### src/rtl/gdm_pkg.sv
package gdm_pkg;
  typedef enum logic [1:0] {
    ST_IDLE    = 2'd0,
    ST_SETTLE  = 2'd1,
    ST_MEASURE = 2'd2
  } gdm_state_e;
endpackage

### src/rtl/gdm_sync.sv
module gdm_sync #(
  parameter int STAGES = 2
) (
  input  logic clk,
  input  logic rst,
  input  logic async_i,
  output logic sync_o
);
  logic [STAGES-1:0] chain_q;

  always_ff @(posedge clk) begin
    if (rst) chain_q <= '0;
    else     chain_q <= {chain_q[STAGES-2:0], async_i};
  end

  assign sync_o = chain_q[STAGES-1];
endmodule

### src/rtl/gdm_counter.sv
module gdm_counter #(
  parameter int CNT_W = 12
) (
  input  logic             clk,
  input  logic             rst,
  input  logic             clr_i,
  input  logic             en_i,
  output logic [CNT_W-1:0] count_o,
  output logic             sat_o
);
  localparam logic [CNT_W-1:0] CNT_MAX = '1;

  logic [CNT_W-1:0] count_q;

  always_ff @(posedge clk) begin
    if (rst)                          count_q <= '0;
    else if (clr_i)                   count_q <= '0;
    else if (en_i && count_q != CNT_MAX) count_q <= count_q + 1'b1;
  end

  assign count_o = count_q;
  assign sat_o   = (count_q == CNT_MAX);

  // outside a clear, the count only moves up by one
  assert_step_one_R4: assert property (@(posedge clk) disable iff (rst)
    ((count_q != $past(count_q)) && !$past(clr_i)) |-> (count_q == $past(count_q) + 1'b1));
endmodule

### src/rtl/gdm_ctrl.sv
module gdm_ctrl
  import gdm_pkg::*;
#(
  parameter int SETTLE_CYC = 16
) (
  input  logic clk,
  input  logic rst,
  input  logic start_i,
  input  logic sel_i,
  input  logic gate_seen_i,
  input  logic sat_i,
  output logic cnt_clr_o,
  output logic cnt_en_o,
  output logic drive_a_o,
  output logic drive_b_o,
  output logic done_o,
  output logic timeout_o
);
  localparam int SW = $clog2(SETTLE_CYC + 1);
  localparam logic [SW-1:0] SETTLE_LAST = SW'(SETTLE_CYC - 1);

  gdm_state_e state_q;
  logic [SW-1:0] settle_q;
  logic sel_q;
  logic raised;
  logic stop;

  assign raised    = sel_q ? drive_b_o : drive_a_o;
  assign cnt_clr_o = (state_q == ST_IDLE) && start_i;
  assign cnt_en_o  = (state_q == ST_MEASURE) && (raised ^ gate_seen_i) && !sat_i;
  assign stop      = (state_q == ST_MEASURE) && (gate_seen_i || sat_i);

  always_ff @(posedge clk) begin
    if (rst) begin
      state_q   <= ST_IDLE;
      settle_q  <= '0;
      sel_q     <= 1'b0;
      drive_a_o <= 1'b0;
      drive_b_o <= 1'b0;
      done_o    <= 1'b0;
      timeout_o <= 1'b0;
    end else begin
      done_o <= 1'b0;
      case (state_q)
        ST_IDLE: begin
          if (start_i) begin
            sel_q     <= sel_i;
            settle_q  <= '0;
            timeout_o <= 1'b0;
            state_q   <= ST_SETTLE;
          end
        end
        ST_SETTLE: begin
          settle_q <= settle_q + 1'b1;
          if (settle_q == SETTLE_LAST) begin
            drive_a_o <= !sel_q;
            drive_b_o <= sel_q;
            state_q   <= ST_MEASURE;
          end
        end
        ST_MEASURE: begin
          if (stop) begin
            drive_a_o <= 1'b0;
            drive_b_o <= 1'b0;
            done_o    <= 1'b1;
            timeout_o <= !gate_seen_i;
            state_q   <= ST_IDLE;
          end
        end
        default: state_q <= ST_IDLE;
      endcase
    end
  end

  assert_one_drive_R3: assert property (@(posedge clk) disable iff (rst)
    !(drive_a_o && drive_b_o));
  assert_quiet_settle_R2: assert property (@(posedge clk) disable iff (rst)
    (state_q == ST_SETTLE) |-> (!drive_a_o && !drive_b_o));
  assert_done_pulse_R6: assert property (@(posedge clk) disable iff (rst)
    done_o |=> !done_o);
  assert_timeout_done_R8: assert property (@(posedge clk) disable iff (rst)
    $rose(timeout_o) |-> done_o);
endmodule

### src/rtl/gate_delay_meter.sv
module gate_delay_meter #(
  parameter int CNT_W      = 12,
  parameter int SYNC_STG   = 2,
  parameter int SETTLE_CYC = 16
) (
  input  logic             clk,
  input  logic             rst,
  input  logic             start_i,
  input  logic             sel_i,
  input  logic             gate_out_i,
  output logic             drive_a_o,
  output logic             drive_b_o,
  output logic [CNT_W-1:0] count_o,
  output logic             done_o,
  output logic             timeout_o
);
  logic gate_seen;
  logic cnt_clr;
  logic cnt_en;
  logic sat;

  gdm_sync #(.STAGES(SYNC_STG)) u_sync (
    .clk(clk), .rst(rst), .async_i(gate_out_i), .sync_o(gate_seen)
  );

  gdm_counter #(.CNT_W(CNT_W)) u_cnt (
    .clk(clk), .rst(rst), .clr_i(cnt_clr), .en_i(cnt_en),
    .count_o(count_o), .sat_o(sat)
  );

  gdm_ctrl #(.SETTLE_CYC(SETTLE_CYC)) u_ctrl (
    .clk(clk), .rst(rst), .start_i(start_i), .sel_i(sel_i),
    .gate_seen_i(gate_seen), .sat_i(sat),
    .cnt_clr_o(cnt_clr), .cnt_en_o(cnt_en),
    .drive_a_o(drive_a_o), .drive_b_o(drive_b_o),
    .done_o(done_o), .timeout_o(timeout_o)
  );

  // the reading is frozen whenever neither counting nor clearing
  assert_hold_R7: assert property (@(posedge clk) disable iff (rst)
    (!cnt_en && !cnt_clr) |=> $stable(count_o));
endmodule

### config.mk
export PLATFORM = sky130hd
export DESIGN_NAME = gate_delay_meter
export DESIGN_NICKNAME = d
export VERILOG_FILES = /design/src/rtl/gdm_pkg.sv /design/src/rtl/gdm_sync.sv /design/src/rtl/gdm_counter.sv /design/src/rtl/gdm_ctrl.sv /design/src/rtl/gate_delay_meter.sv
export SDC_FILE = /design/constraint.sdc
export NUM_CORES = 1
export LEC_CHECK = 0
export ABC_AREA = 1
export BUFFER_PORTS_ARGS = -buffer_cell sky130_fd_sc_hd__buf_2
export CORE_MARGIN = 5
export CORE_UTILIZATION = 40
export DETAILED_ROUTE_END_ITERATION = 7
export GPL_ROUTABILITY_DRIVEN = 0
export SYNTH_ARGS = -nofsm -noshare
export SYNTH_HDL_FRONTEND = slang
export SYNTH_HIERARCHICAL = 1
export SYNTH_SLANG_ARGS = --single-unit
### constraint.sdc
create_clock -name clk -period 5.37 [get_ports clk]
set_input_delay 0.2685 -clock clk [delete_from_list [all_inputs] [get_ports clk]]
set_output_delay 0.2685 -clock clk [all_outputs]
set_load 0.03 [all_outputs]
==> summary.txt <==
Power and ir drop
  – Combinational power share: 36.1%
  – Switch Pwr: 0.000203 W
  – Power density cells: 325 nW/um^2
  – VDD IR max: 127 uV
  – Clock share of power: 19.7%
  – Seq pwr share: 44.2%
  – Sw Ratio: 39.0%
  – Internal Power: 0.000318 W
  – Pleak: 0.717 nW

Timing
  – Rel. slew slack: 48.1%
  – Clock Skew: 7.20 ps
  – Fin crit period: 2240 ps
  – Final setup violation count: 0
  – Actual slew at the worst max-slew pin: 776 ps
  – Final hold vios: 0
  – Tcrit/Tclk final: 41.8%
  – Setup TNS: 0 ps
  – Max-slew violation count: 0
  – Peak Freq: 446 MHz
  – RSZ-0062 raised after global routing: false

Clocking
  – Clock root buffer: clkbuf_4
  – CTS tree: done
  – Max clock buf depth: 2
  – Worst-path clk slew: 150 ps
  – Cts repair resizes: 0
  – H-tree depth: 1
  – Clock Latency Late Sink: 320 ps
  – Sink Count: 26
  – Number of post-CTS setup repair buffers: 0
  – CTS Buf Count: 3
  – CTS hold repair buffers: 0

Worst setup path
  – Crit-path max cell delay: 440 ps
  – Arrival @ worst endpoint: 2490 ps
  – CP Launch Point: u_cnt/count_o[0]$_SDFFE_PP0P_
  – Critical path class: reg2reg
  – CP Cell Sequence: ha_1 -> nand2_1 -> nor2_4 -> nand2_1 -> inv_1 -> nor2_1 -> inv_2 -> nor3_2 -> nand2_1 -> o21ai_1 -> nor2_1
  – CP top delay family: simple AND/OR/NAND/NOR gates
  – CP max stage cell: nor2_1
  – Cell repeated most along the worst path: nand2_1
  – CP bufs+invs: 2
  – Worst Setup End Kind: flip-flop
  – Setup crit start kind: flip-flop
  – Worst Path Required: 5610 ps
  – Slack of the worst reg-to-reg path: 3130 ps
  – Crit-path max FO: 8
  – Reg2Reg Launch Point: u_cnt/count_o[0]$_SDFFE_PP0P_

Placed design
  – Placed inst area: 1570 um^2
  – Port buffer count: 20
  – Post-DP HPWL: 2040 um

Floorplanning
  – Core footprint: 3420 um^2
  – Initial Utilization: 42.0%
  – Die width: 69.9 um
  – Die area: 4880 um^2
  – Die height: 69.9 um
  – I/O Pins: 21
  – Site Rows: 21

Detailed routing
  – Vias per inst: 4.49
  – Antenna Nets Post-Route: 0
  – # DRC: 0
  – Vias: 1,247
  – Wirelength, routed: 2730 um
  – WL/cell: 9.81 um
  – Drt pass-1 iters: 4
  – DR iter-0 viols: 59

Status
  – Status: complete, no violations

Global routing
  – Largest net degree at the start of global routing: 17
  – Vias in the first global route: 1,099
  – GR Overflow Total: 0
  – Initial antenna violation count: 0
  – First-pass GRT wire length: 4840 um
  – Gr usage total: 11.7%

Synth
  – Post-Syn Instances: 211
  – Synth Area per Inst: 6.80 um^2
  – Synthesis Warnings: 6
  – Cell variety after synth: 25
  – Synth Register Bits: 26
  – Syn nets: 222
  – Sequential fraction of the synthesis area: 36.3%
  – Post-Syn Area: 1430 um^2

Layout
  – Final core utilization: 47.0%
  – Area Growth Syn to Fin: 12.0%
  – ANT cells: 0
  – Fillers: 355
  – Nets: 244
  – Post-route design area: 1610 um^2
  – Share of layout cells above drive strength 1: 16.8%
  – Leading cell type in the layout, fill and taps excluded: nand2_1
  – Most frequent cells in the layout: 47 x nand2_1, 32 x nor2_1, 31 x inv_1

Min path
  – HP Start: gate_out_i
  – Hold Path Class: in2reg

Job
  – Max cap viols: 0
==> power groups by stage <==
stage	combinational (W)	sequential [W]	clock (W)
after global placement	0.000189	0.000236	0
after floorplan	0.000134	0.000251	0
final	0.000188	0.000231	0.000103
after global routing	0.000216	0.000235	0.000118
after CTS	0.000190	0.000231	0.000108
after detailed placement	0.000189	0.000235	0
==> cell usage after synthesis <==
master / instances / area (um^2)
buf_4: 1 / 7.51
nor2_1: 32 / 120
dfxtp_1: 26 / 521
clkbuf_1: 1 / 3.75
inv_1: 31 / 116
nor2_2: 1 / 6.26
buf_6: 1 / 11.3
nor3_1: 2 / 10.0
ha_1: 6 / 75.1
inv_2: 3 / 11.3
o211ai_1: 1 / 7.51
a21oi_1: 16 / 80.1
nand3_2: 3 / 30.0
nand2_2: 4 / 25.0
nor3b_1: 1 / 7.51
nand4_1: 5 / 31.3
o21ai_1: 2 / 10.0
o21ai_0: 5 / 25.0
nor2_4: 2 / 22.5
nand3_1: 13 / 65.1
nor3_2: 1 / 10.0
a31oi_1: 1 / 6.26
nand3b_1: 5 / 37.5
nand2_1: 47 / 176
nand3_4: 1 / 17.5
==> kinds of logic (layout without fill, tap and decap cells) <==
logic type	count (synthesis)	count (layout)	share of synthesized area, %
AOI/OAI and AO/OA	25	25	8.99
adders and majority gates	6	6	5.24
buffers and inverters	37	58	10.5
DFF	26	26	36.3
and+or+nand+nor	117	117	39.0
==> layout make-up <==
type | instances | area (um^2) | share of cell area, %
Clock buffer | 4 | 36.3 | 2.26
Inverter | 34 | 128 | 7.95
Multi-Input combinational cell | 148 | 763 | 47.5
Sequential cell | 26 | 520 | 32.4
Tap cell | 46 | 57.6 | 3.59
Timing Repair Buffer | 20 | 100 | 6.24
==> stage by stage <==
step / hold slack (ps) / worst slack [ps] / std cells / power, W
after floorplan: 338 / 3440 / 211 / 0.000386
after global placement: 415 / 3190 / 274 / 0.000425
after detailed placement: 406 / 3130 / 274 / 0.000424
after CTS: 120 / 3090 / 278 / 0.000528
after global routing: 96.5 / 2870 / 278 / 0.000569
final: 132 / 3130 / 278 / 0.000522
==> routing by layer <==
layer  track usage (%)  up-vias  share of wire [%]
li1                  -      710                  -
met1              16.6      523                 56
met2              17.6       12                 40
met3              2.30        2                3.4
met4              3.83        0               0.77
met5                 0        -                  0
==> final timing paths <==
kind	to	depth (start not counted)
worst min-delay path	u_sync/chain_q[0]$_SDFF_PP0_	3
worst max register to register	u_cnt/count_o[10]$_SDFFE_PP0P_	11
worst min register to register	u_sync/chain_q[1]$_SDFF_PP0_	2
worst max-delay path	u_cnt/count_o[10]$_SDFFE_PP0P_	11
==> state kept, by name, indices dropped and copies added (netlist names) <==
register	flops
u_cnt/count_o	12
u_ctrl/settle_q	5
u_ctrl/state_q	2
u_sync/chain_q	2
u_ctrl/done_o	1
u_ctrl/drive_a_o	1
u_ctrl/drive_b_o	1
u_ctrl/sel_q	1
u_ctrl/timeout_o	1
==> worst min-delay path: stages <==
cell and delay (ps):
buf_2 90, inv_1 40, nor2_1 30
(Power assumes the default switching activity.)
